**src/rtl/halfstep_mn_pkg.sv**
```systemverilog
package halfstep_mn_pkg;

    typedef enum logic [1:0] {
        MD_OFF  = 2'd0,
        MD_ONE  = 2'd1,
        MD_DUAL = 2'd2,
        MD_RSVD = 2'd3
    } mnd_mode_e;

    // Any nonzero mode requests the fractional stage.
    function automatic logic mode_requests_mnd(input mnd_mode_e md);
        return md != MD_OFF;
    endfunction

endpackage

```
**src/rtl/cfg_shadow.sv**
```systemverilog
module cfg_shadow
    import halfstep_mn_pkg::*;
#(
    parameter int PDIV_W = 5,
    parameter int MND_W  = 8
) (
    input  logic              clk,
    input  logic              rst,
    input  logic              load_i,
    input  logic [PDIV_W-1:0] pdiv_i,
    input  logic [1:0]        mode_i,
    input  logic [MND_W-1:0]  m_i,
    input  logic [MND_W-1:0]  n_i,
    input  logic [MND_W-1:0]  d_i,
    output logic [PDIV_W:0]   period_o,
    output logic [MND_W-1:0]  m_o,
    output logic [MND_W-1:0]  n_o,
    output logic [MND_W-1:0]  duty_o,
    output logic              active_o
);
    localparam logic [PDIV_W:0] PER_ONE = {{PDIV_W{1'b0}}, 1'b1};
    localparam logic [PDIV_W:0] PER_TWO = PER_ONE + PER_ONE;

    logic [PDIV_W-1:0] pdiv_q;
    mnd_mode_e         mode_q;
    logic [MND_W-1:0]  m_q;
    logic [MND_W-1:0]  ninv_q;
    logic [MND_W-1:0]  dinv_q;

    always_ff @(posedge clk) begin
        if (rst) begin
            pdiv_q <= '0;
            mode_q <= MD_OFF;
            m_q    <= '0;
            ninv_q <= '0;
            dinv_q <= '0;
        end else if (load_i) begin
            pdiv_q <= pdiv_i;
            mode_q <= mnd_mode_e'(mode_i);
            m_q    <= m_i;
            ninv_q <= n_i;
            dinv_q <= d_i;
        end
    end

    always_comb begin
        period_o = (pdiv_q == '0) ? PER_TWO : ({1'b0, pdiv_q} + PER_ONE);
        m_o      = m_q;
        n_o      = (~ninv_q) + m_q;
        duty_o   = ~dinv_q;
        active_o = mode_requests_mnd(mode_q) && (m_q != '0) && (m_q < n_o);
    end

endmodule

```
**src/rtl/halfstep_prediv.sv**
```systemverilog
module halfstep_prediv #(
    parameter int PDIV_W = 5
) (
    input  logic            clk,
    input  logic            rst,
    input  logic            restart_i,
    input  logic [PDIV_W:0] period_i,
    output logic            tick_o
);
    localparam logic [PDIV_W:0] CNT_ONE = {{PDIV_W{1'b0}}, 1'b1};

    logic [PDIV_W:0] cnt_q;
    logic [PDIV_W:0] last_cnt;

    assign last_cnt = period_i - CNT_ONE;
    assign tick_o   = (cnt_q == last_cnt);

    always_ff @(posedge clk) begin
        if (rst || restart_i) begin
            cnt_q <= '0;
        end else if (tick_o) begin
            cnt_q <= '0;
        end else begin
            cnt_q <= cnt_q + CNT_ONE;
        end
    end


    cnt_range_chk: assert property (@(posedge clk) disable iff (rst)
        !restart_i |=> (cnt_q < period_i));

endmodule

```
**src/rtl/mn_accum.sv**
```systemverilog
module mn_accum #(
    parameter int MND_W = 8
) (
    input  logic             clk,
    input  logic             rst,
    input  logic             restart_i,
    input  logic             tick_i,
    input  logic             active_i,
    input  logic [MND_W-1:0] m_i,
    input  logic [MND_W-1:0] n_i,
    input  logic [MND_W-1:0] duty_i,
    output logic             out_en_o,
    output logic             level_o
);
    logic [MND_W-1:0] acc_q;
    logic [MND_W:0]   sum;
    logic             wrap;
    logic [MND_W:0]   folded;

    assign sum    = {1'b0, acc_q} + {1'b0, m_i};
    assign wrap   = sum >= {1'b0, n_i};
    assign folded = sum - {1'b0, n_i};

    always_ff @(posedge clk) begin
        if (rst || restart_i) begin
            acc_q    <= '0;
            out_en_o <= 1'b0;
        end else if (tick_i) begin
            if (active_i) begin
                acc_q    <= wrap ? folded[MND_W-1:0] : sum[MND_W-1:0];
                out_en_o <= wrap;
            end else begin
                acc_q    <= '0;
                out_en_o <= 1'b1;
            end
        end else begin
            out_en_o <= 1'b0;
        end
    end

    assign level_o = active_i && (acc_q < duty_i);


    acc_range_chk: assert property (@(posedge clk) disable iff (rst)
        active_i |-> (acc_q < n_i));


    out_en_src_chk: assert property (@(posedge clk) disable iff (rst)
        out_en_o |-> $past(tick_i && !restart_i));

endmodule

```
**src/rtl/halfstep_mn_clkgen.sv**
```systemverilog
module halfstep_mn_clkgen #(
    parameter int PDIV_W = 5,
    parameter int MND_W  = 8
) (
    input  logic              clk,
    input  logic              rst,
    input  logic              load_i,
    input  logic [PDIV_W-1:0] pdiv_i,
    input  logic [1:0]        mode_i,
    input  logic [MND_W-1:0]  m_i,
    input  logic [MND_W-1:0]  n_i,
    input  logic [MND_W-1:0]  d_i,
    output logic              clk_en_o,
    output logic              duty_lvl_o
);
    logic [PDIV_W:0]  period;
    logic [MND_W-1:0] m_dec;
    logic [MND_W-1:0] n_dec;
    logic [MND_W-1:0] duty_dec;
    logic             active;
    logic             tick;

    cfg_shadow #(.PDIV_W(PDIV_W), .MND_W(MND_W)) shadow_u (
        .clk      (clk),
        .rst      (rst),
        .load_i   (load_i),
        .pdiv_i   (pdiv_i),
        .mode_i   (mode_i),
        .m_i      (m_i),
        .n_i      (n_i),
        .d_i      (d_i),
        .period_o (period),
        .m_o      (m_dec),
        .n_o      (n_dec),
        .duty_o   (duty_dec),
        .active_o (active)
    );

    halfstep_prediv #(.PDIV_W(PDIV_W)) prediv_u (
        .clk       (clk),
        .rst       (rst),
        .restart_i (load_i),
        .period_i  (period),
        .tick_o    (tick)
    );

    mn_accum #(.MND_W(MND_W)) accum_u (
        .clk       (clk),
        .rst       (rst),
        .restart_i (load_i),
        .tick_i    (tick),
        .active_i  (active),
        .m_i       (m_dec),
        .n_i       (n_dec),
        .duty_i    (duty_dec),
        .out_en_o  (clk_en_o),
        .level_o   (duty_lvl_o)
    );


    load_quiet_chk: assert property (@(posedge clk) disable iff (rst)
        load_i |=> !clk_en_o);


    bypass_level_chk: assert property (@(posedge clk) disable iff (rst)
        !active |-> !duty_lvl_o);

endmodule

```
**config.mk**
```make
export PLATFORM = sky130hd
export DESIGN_NAME = halfstep_mn_clkgen
export DESIGN_NICKNAME = d
export VERILOG_FILES = /design/src/rtl/halfstep_mn_pkg.sv /design/src/rtl/cfg_shadow.sv /design/src/rtl/halfstep_prediv.sv /design/src/rtl/mn_accum.sv /design/src/rtl/halfstep_mn_clkgen.sv
export SDC_FILE = /design/constraint.sdc
export NUM_CORES = 1
export LEC_CHECK = 0
export ABC_AREA = 1
export BUFFER_PORTS_ARGS = -buffer_cell sky130_fd_sc_hd__buf_2
export CAP_MARGIN = 40
export CORE_MARGIN = 1.5
export CORE_UTILIZATION = 33
export DETAILED_ROUTE_END_ITERATION = 12
export PLACE_DENSITY = 0.57
export SETUP_SLACK_MARGIN = 0.02
export SLEW_MARGIN = 20
export SYNTH_ARGS = -nofsm -noshare
export SYNTH_HDL_FRONTEND = slang
export SYNTH_SLANG_ARGS = --single-unit
export TNS_END_PERCENT = 20
```
**constraint.sdc**
```tcl
create_clock -name clk -period 4.5 [get_ports clk]
set_input_delay 0.45 -clock clk [delete_from_list [all_inputs] [get_ports clk]]
set_output_delay 0.45 -clock clk [all_outputs]
set_load 0.01 [all_outputs]
```
# [After elaboration in Yosys (flattened, before gate mapping)]
# Cells that the tools add are included.
[totals] regBits=46 input_bits=34 output_inout_bits=2 word_cells=34
[classes] add_sub_neg=6 order_cmp=3 eq_ne=1 muxes=4 bitwise_logic=3 reduce_logical=9
[op_table] operator="< comparator 8 bit" count=2
[op_table] operator="2-to-1 mux 8 bit" count=2
[op_table] operator="inverter 8 bit" count=2
[op_table] operator="adder 8 x 8 -> 9 bit" count=1
[op_table] operator=">= comparator 9 x 8 -> 1 bit" count=1
[op_table] operator="adder 8 bit" count=1
[op_table] operator="nonzero test 8 bit" count=1
[op_table] operator="subtractor 8 bit" count=1
[op_table] operator="adder 5 x 1 -> 6 bit (second input constant)" count=1
[op_table] operator="adder 6 x 1 -> 6 bit (second input constant)" count=1
[op_table] operator="== test 6 bit" count=1
[op_table] operator="2-to-1 mux 6 bit" count=1
[op_table] operator="subtractor 6 x 1 -> 6 bit (second input constant)" count=1
[op_table] operator="logical NOT 5 bit" count=1
[op_table] operator="OR reduction 2 bit" count=2
[op_table] operator="logical AND 1 bit" count=3
[op_table] operator="nonzero test 2 bit" count=1
[op_table] operator="logical OR 1 bit" count=1
[op_table] operator="2-to-1 mux 1 bit" count=1
[op_table] operator="inverter 1 bit" count=1

# [Depth between registers and ports, before layout]
# Gate-level depths: netlist of run 1.
[depth] word_depth=6 mapped_depth=20 depth_no_buf=19

# [Cells and area by module]
# From an unflattened synthesis of run 1, not the netlist that was laid out.
[hier_totals] cells_unflattened=569 area_unflattened_um2=3873.7
[modules_own_cells] module="cfg_shadow" instances=1 cells_each=260 area_per_inst_um2=1975.6 seq_area_each_um2=620.6
[modules_own_cells] module="mn_accum" instances=1 cells_each=233 area_per_inst_um2=1431.4 seq_area_each_um2=180.2
[modules_own_cells] module="halfstep_prediv" instances=1 cells_each=76 area_per_inst_um2=466.7 seq_area_each_um2=120.1

# [Least setup slack after synthesis of run 1]
# OpenSTA, ideal clock, no wires.
[synth_path] path_kind="flip-flop to output port" startpoint="reg shadow_u.ninv_q[0]" endpoint="out duty_lvl_o" arrival_ps=2345 t_required_ps=4050 setup_slack_ps=1705 stages_incl_launch_ff=15 path_buffers=0 path_cell_list="dfxtp_1 -> inv_1 -> ha_1 -> fa_1 -> inv_1 -> ha_1 -> a21oi_1 -> o21ai_0 -> nand2_1 -> nand2_1 -> o21ai_0 -> nand3_1 -> nand3_1 -> nand2_1 -> nor3_1"
[synth_via] elab_chain_cells=5
[synth_rtl] element="from (decl)" line_no="cfg_shadow.sv:27" rtl="logic [MND_W-1:0] ninv_q;"
[synth_rtl] element="from (signal assigned)" line_no="cfg_shadow.sv:41" rtl="ninv_q <= n_i;"
[synth_rtl] element="inverter 8 bit" line_no="cfg_shadow.sv:49" rtl="n_o = (~ninv_q) + m_q;"
[synth_rtl] element="adder 8 bit" line_no="cfg_shadow.sv:49"
[synth_rtl] element="< comparator 8 bit" line_no="cfg_shadow.sv:51" rtl="active_o = mode_requests_mnd(mode_q) && (m_q != '0) && (m_q < n_o);"
[synth_rtl] element="logical AND 1 bit" line_no="cfg_shadow.sv:51"
[synth_rtl] element="logical AND 1 bit" line_no="mn_accum.sv:41" rtl="assign level_o = active_i && (acc_q < duty_i);"
[synth_rtl] element="to (decl)" line_no="halfstep_mn_clkgen.sv:14" rtl="output logic duty_lvl_o"
# No other way between the ends.

# [Final worst setup path of run 1]
# Same ends and word-level chain as after synthesis.

==> impl_metrics.yaml, run 1 <==
clock_network:
  postCtsSetupRepairBufs: 0
  clock_latency_ns: 0.30
  clk_pin_slew_ns: 0.09
  clock_path_buffers: 2
  cts_resized: 0
  clkSinkCount: 46
  h-tree-depth: 2
  cts_tree: "done"
  holdBufCountCts: 0
  cts_buffers: 5
  root_buffer: "clkbuf_8"
synthesis:
  netlist_instances: 490
  synth_compound_area_share_pct: 12.3
  yosysWarnings: 0
  syn_avg_cell_area_um2: 6.92
  yosys.area_share.xor_xnor_pct: 5.94
  synth_fa_ha_area_share_pct: 15.8
  syn_area_mm2: 0.00339
  yosysSeqAreaShare_pct: 27.2
  synth_nets: 565
  synth_cell_types: 32
  yosys.area_share.simple_pct: 31.2
  synth-seq-cells: 46
  synth_top_family_by_area: "simple AND/OR/NAND/NOR gates"
  synthMuxAreaShare_pct: 0
finish:
  regArea_um2: 921
  final.fill_count: 1036
  syn_to_final_growth_pct: 12.4
  diodes: 0
  multi_input_area_mm2: 0.00221
  nets: 600
  drive_gt1_share_pct: 12.2
power_and_ir_drop:
  p_leak_nw: 1.95
  powerDensity_mw_per_mm2: 295
  ir_worst_vdd_v: 0.000117
sta:
  maxSlewViolCount: 0
  final.period_utilization_pct: 81.4
  finalHoldViolCount: 0
  setup_ws_ns: 0.839
  tns_ns: 0
  rsz0062_at_grt: "false"
  max_slew_margin_pct: 71.7
  report.final.setup_viol: 0
  clock_skew_ns: 0.0101
  max_freq_mhz: 273
  timing.final.crit_period_ns: 3.66
  worstMarginPinSlew_ns: 0.424
routing:
  drt_wl_total_mm: 8.31
  drt-vias-per-instance: 4.82
  vias: 3176
  drcViolationCount: 0
  first_iter_violations: 147
  avgRoutedWirePerCell_um: 12.6
  dr.pass1.iters: 7
  final_antenna_net_count: 0
placement:
  numPortBuffers: 35
  place_ws_ns: 1.19
  dp_hpwl_mm: 6.60
  finalWeightedCongestion: 0.873
setup_path:
  worstPathArrival_ns: 3.21
  cp.required_ns: 4.05
  worst-setup-path-type: "flop to output pin"
  cp-end-kind: "output pin"
  critPathLaunchType: "flop"
  cp_max_fo: 3
global_routing:
  grt_overflow: 0
  grt_pass1_wl_mm: 14.1
  first_global_vias: 2997
  track_usage_pct: 15.6
  antenna_found_initial: 0
  grt_max_degree: 32
floorplan:
  die_area_mm2: 0.0109
  die_h_um: 104
  core.rowCount: 36
  fp.dieW_um: 104
  ios: 36
  start_util_pct: 34.4
  core_area_mm2: 0.00986
status:
  outcome: "finished, final reports clean"
run:
  cap_violations: 0
hold_path:
  hold_path_class: "input port to flop"
==> cell usage after synthesis <==
library cell  count  area (um^2)
a21o_1            2         15.0
nor2_4            2         22.5
buf_1             1         3.75
nand3_2           2         20.0
inv_1            55          206
xor2_1           15          131
nor2_2            4         25.0
a21oi_1          29          145
xnor2_1           8         70.1
nor3b_1           1         7.51
dfxtp_1          46          921
a311oi_1          1         8.76
nand2_4           1         11.3
clkbuf_1          8         30.0
ha_1             38          475
nand3_1          51          255
nor3_1            3         15.0
o21a_1            2         15.0
o21bai_1          3         22.5
nand2_2           6         37.5
nor4_1            1         6.26
o21ai_0          38          190
nand3b_1          2         15.0
nor2_1           59          221
or2_2             1         6.26
inv_2             1         3.75
a31oi_2           1         12.5
nand2_1          94          353
nand4_1          10         62.6
o21ai_2           1         8.76
buf_6             1         11.3
fa_1              3         60.1
==> worst max-delay path, cell delays in order, from the launching register on <==
cell and delay (ns):
dfxtp_1 0.32, inv_1 0.07, ha_1 0.24, fa_1 0.44, a21oi_1 0.20, xor2_1 0.31, ha_1 0.29, nand2_1 0.07
nand2_1 0.06, o21ai_0 0.16, nand3_1 0.10, nand3_1 0.10, nand2_1 0.16, nor3_1 0.23, buf_2 0.18
==> kinds of logic (layout without fill, tap and decap cells) <==
logic type	after synthesis	after routing
fa+ha+maj	41	41
simple gates	237	237
compound gates	77	77
flops	46	46
xor+xnor	23	23
buf+inv	66	102
==> registers in the layout, summed over array words and instances (netlist names) <==
signal and cells:
accum_u.acc_q 8, accum_u.out_en_o 1, shadow_u.m_o 8, prediv_u.cnt_q 6
shadow_u.pdiv_q 5, shadow_u.mode_q 2, shadow_u.ninv_q 8, shadow_u.dinv_q 8
==> layout by cell type (no fill, tap or decap), drive strengths merged, types with 2 or more instances in the layout <==
cell type,instances
a21o,2
a21oi,29
buf,38
clkbuf,6
clkinv,2
dfxtp,46
fa,3
ha,38
inv,56
nand2,101
nand3,53
nand3b,2
nand4,10
nor2,65
nor3,3
o21a,2
o21ai,39
o21bai,3
xnor2,8
xor2,15
==> routing by layer <==
| layer | up-vias | share of wire, % | track usage, % |
|---|---|---|---|
| li1 | 1684 | - | - |
| met3 | 15 | 3.5 | 2.32 |
| met4 | 0 | 1.7 | 4.76 |
| met5 | - | 0 | 0 |
| met1 | 1413 | 51 | 21.8 |
| met2 | 64 | 44 | 24.5 |
==> stage by stage <==
step	cell area (um^2)	std cells	util [%]	hold slack, ns	total power, mW
floorplan	3390	490	-	0.440	0.769
global placement	3690	649	37.4	0.458	0.862
detailed placement	3690	649	37.4	0.460	0.866
CTS	3780	657	38.3	0.362	1.13
global route	3810	659	38.6	0.364	1.21
finish	3810	659	38.6	0.363	1.13
==> power by group <==
part | internal (mW) | total [mW] | leakage [nW] | switching, mW
clock network | 0.110 | 0.261 | 0.0452 | 0.151
registers | 0.429 | 0.454 | 0.379 | 0.0252
logic | 0.156 | 0.411 | 1.53 | 0.254
total | 0.695 | 1.13 | 1.95 | 0.430
==> area by class of cell <==
class	count	area share [%]
repair buffers	38	5.58
clock buffers	6	1.90
clock inverters	2	0.361
well taps	133	4.37
flip-flops and latches	46	24.2
inverters	56	5.52
multi-input cells	378	58.1
==> worst paths after layout <==
check                           slack [ns]  depth (start not counted)                              end                             from
worst max register to register        1.30                         17    accum_u.acc_q[5]$_SDFFE_PP0N_  shadow_u.ninv_q[0]$_SDFFE_PP0P_
worst min-delay path                  0.36                          3  shadow_u.dinv_q[5]$_SDFFE_PP0P_                           d_i[5]
worst max-delay path                  0.84                         14                       duty_lvl_o  shadow_u.ninv_q[0]$_SDFFE_PP0P_
worst min register to register        0.47                          2  shadow_u.ninv_q[4]$_SDFFE_PP0P_  shadow_u.ninv_q[4]$_SDFFE_PP0P_
Power figures use the tool's default switching activity.
==> inputs of run 2 (changes only) <==
--- a/config.mk
+++ b/config.mk
@@ -5,13 +5,13 @@
 export SDC_FILE = /design/constraint.sdc
 export NUM_CORES = 1
 export LEC_CHECK = 0
-export ABC_AREA = 1
+export ABC_AREA = 0
 export BUFFER_PORTS_ARGS = -buffer_cell sky130_fd_sc_hd__buf_2
 export CAP_MARGIN = 40
 export CORE_MARGIN = 1.5
 export CORE_UTILIZATION = 33
 export DETAILED_ROUTE_END_ITERATION = 12
-export PLACE_DENSITY = 0.57
+export PLACE_DENSITY = 0.59
 export SETUP_SLACK_MARGIN = 0.02
 export SLEW_MARGIN = 20
 export SYNTH_ARGS = -nofsm -noshare
==> constraint.sdc (replaced) <==
create_clock -name clk -period 3 [get_ports clk]
set_input_delay 0.3 -clock clk [delete_from_list [all_inputs] [get_ports clk]]
set_output_delay 0.3 -clock clk [all_outputs]
set_load 0.01 [all_outputs]
==> run 2 against run 1 <==
Highest routed layer unchanged. Clock power rose by 50%. Count of clock-buffer cells in the layout is 1 lower. The run now ends with setup timing left. Sequential share of layout area is 3.8 points lower.
==> impl_metrics.yaml, run 2 <==
status:
  outcome: "complete, but fails checks"
  violations: "setup timing"
setup_path:
  cp_max_fo: 6
  critPathSlowestCell: "a2111oi_4"
  worstPathArrival_ns: 3.50
  cp.required_ns: 3.24
  worst-setup-path-type: "flop to flop"
  reg2reg_slack_ns: -0.26
  cp-end-kind: "flop"
  critPathLaunchType: "flop"
  critPathMaxStageDelay_ns: 0.42
  path_cells: "ha_4 -> buf_4 -> a211o_1 -> a211oi_2 -> o21bai_1 -> a21oi_1 -> xnor2_1 -> ha_4 -> nand3_4 -> a31oi_4 -> a2111oi_4 -> nor2_4 -> mux2_4 -> o21ai_2"
  cp.buffers_inverters: 1
  cp_common_cell: "ha_4"
  cpLargestDelayFamily: "compound AO/OA/AOI/OAI gates"
routing:
  vias: 2999
  avgRoutedWirePerCell_um: 13.3
  drt-vias-per-instance: 4.87
  first_iter_violations: 104
  dr.pass1.iters: 4
  final_antenna_net_count: 0
  drt_wl_total_mm: 8.22
  drcViolationCount: 0
global_routing:
  first_global_vias: 3002
  grt_overflow: 0
  grt_pass1_wl_mm: 14.1
  antenna_found_initial: 0
  track_usage_pct: 16.0
  grt_max_degree: 39
clock_network:
  clock_latency_ns: 0.30
  h-tree-depth: 2
  cts_buffers: 5
  clkSinkCount: 46
  root_buffer: "clkbuf_8"
  clk_pin_slew_ns: 0.10
  cts_tree: "done"
  clock_path_buffers: 2
synthesis:
  yosysMostFrequentCell: "nor2_1"
  synth_top_family_by_area: "compound AO/OA/AOI/OAI gates"
  yosysWarnings: 0
  yosys.area_share.xor_xnor_pct: 7.05
  synth.area.top_cells: "dfxtp_1 (27%), ha_1 (14%), mux2i_1 (10%)"
  synth_cell_types: 56
  yosys.area_share.simple_pct: 16.8
  netlist_instances: 375
  synth-seq-cells: 46
  synth_compound_area_share_pct: 17.9
  synthArstFlopShare_pct: 0
  synth_nets: 450
  synth_fa_ha_area_share_pct: 16.0
  yosysTopAreaCellShare_pct: 27.5
  syn_area_mm2: 0.00335
  synth_top_flop_cell: "dfxtp_1"
  yosysSeqAreaShare_pct: 27.5
  synthMuxAreaShare_pct: 11.1
  synth_top_area_cell: "dfxtp_1"
  synth_commonest_cells: "nor2_1 (48), dfxtp_1 (46), ha_1 (38)"
  syn_avg_cell_area_um2: 8.95
  synth_edf_count: 0
sta:
  worstMarginPinSlew_ns: 0.672
  max_slew_margin_pct: 55.2
  rsz0062_at_grt: "true"
  setup_ws_ns: -0.260
  report.final.setup_viol: 10
  max_freq_mhz: 307
  finalHoldViolCount: 0
  holdWs_ns: 0.226
  timing.final.crit_period_ns: 3.26
  final.period_utilization_pct: 109
  maxSlewViolCount: 0
  clock_skew_ns: 0.00978
hold_path:
  hold_path_class: "input port to flop"
floorplan:
  core.rowCount: 36
  ios: 36
  die_h_um: 104
  core_area_mm2: 0.00982
  die_area_mm2: 0.0108
  fp.dieW_um: 104
  start_util_pct: 34.2
power_and_ir_drop:
  p_leak_nw: 2.12
  powerDensity_mw_per_mm2: 383
  ir_worst_vdd_v: 0.000215
placement:
  finalWeightedCongestion: 0.876
  dp_hpwl_mm: 6.58
  placed_cells: 599
  place_ws_ns: -0.384
  numPortBuffers: 35
finish:
  nets: 557
  drive_gt1_share_pct: 36.2
  diodes: 0
  instances_no_fill: 616
  final_common_cell: "buf_4"
  syn_to_final_growth_pct: 36.4
  layout_common_cells: "buf_4 (74), nor2_1 (48), dfxtp_1 (40)"
  final.fill_count: 961
run:
  cap_violations: 0
run 2: changes by cell type in the layout (fill, tap and decap cells not counted), sizes merged, moves of 7 or more:
cell    before  now
a21oi       29   12
buf         38  110
mux2i        0   35
nand2      101   17
nor2        65   49
a211oi       0    8
o21a         2   11
o21ai       39   21
nand3       53    6
xnor2        8   16
inv         56   21
nand4       10    1
nor4         1    8
run 2: final cells by class:
type	instances	area, um^2	share of cell area [%]
clock buffer	5	68.8	1.50
clock inverter	3	21.3	0.465
timing repair buffer	110	742	16.2
inverter	21	78.8	1.72
multi-input combinational	298	2570	56.1
tap	133	166	3.64
sequential	46	931	20.4
run 2: worst register-to-register path, cell delays in order (launching register included):
cell       delay (ns)
dfxtp_4          0.38
ha_4             0.17
buf_4            0.13
a211o_1          0.33
a211oi_2         0.26
o21bai_1         0.08
a21oi_1          0.17
xnor2_1          0.22
ha_4             0.27
nand3_4          0.10
a31oi_4          0.11
a2111oi_4        0.42
nor2_4           0.13
mux2_4           0.33
o21ai_2          0.11
run 2: path summary, 6_finish.rpt:
kind	from	to	cells after the start
max	shadow_u.m_o[0]$_SDFFE_PP0P_	accum_u.acc_q[0]$_SDFFE_PP0N_	14
min reg2reg	accum_u.acc_q[4]$_SDFFE_PP0N_	accum_u.acc_q[4]$_SDFFE_PP0N_	2
max reg2reg	shadow_u.m_o[0]$_SDFFE_PP0P_	accum_u.acc_q[0]$_SDFFE_PP0N_	14
min	pdiv_i[2]	shadow_u.pdiv_q[2]$_SDFFE_PP0P_	3
run 2: logic make-up (layout without fill, tap and decap cells):
kind of cell    after synthesis  count (layout)
fa+ha+maj                    41              41
compound gates               81              81
simple gates                112             112
buf+inv                      31             139
flops                        46              46
xor+xnor                     27              27
mux                          37              37
run 2: metrics by stage:
step / instance area (um^2) / TNS, ns / power, mW / util [%]
floorplan: 3470 / -0.157 / 1.07 / -
detailed placement: 4260 / -3.02 / 1.30 / 43.4
global route: 4570 / -3.72 / 1.87 / 46.6
CTS: 4510 / -1.63 / 1.74 / 45.9
finish: 4570 / -1.96 / 1.75 / 46.6
global placement: 4260 / -2.72 / 1.29 / 43.4
run 2: metal layers:
layer / up-vias / wire, um / track usage, %
met4: 0 / 114 / 3.27
li1: 1564 / - / -
met5: - / 0 / 0
met2: 49 / 3910 / 28.3
met1: 1376 / 3940 / 20.5
met3: 10 / 255 / 2.39
run 2: power by group:
| group | internal, mW | switching, mW |
|---|---|---|
| Clock | 0.164 | 0.227 |
| Combinational | 0.359 | 0.338 |
| Sequential | 0.639 | 0.0237 |
run 2: repair_timing:
item / CTS / global route
setup endpoints to repair: 10 / 10
gates resized for setup: 24 / 11
pin swaps: 23 / 13
setup buffers: 8 / 1
hold buffers: 0 / 0
gates cloned: 0 / 0
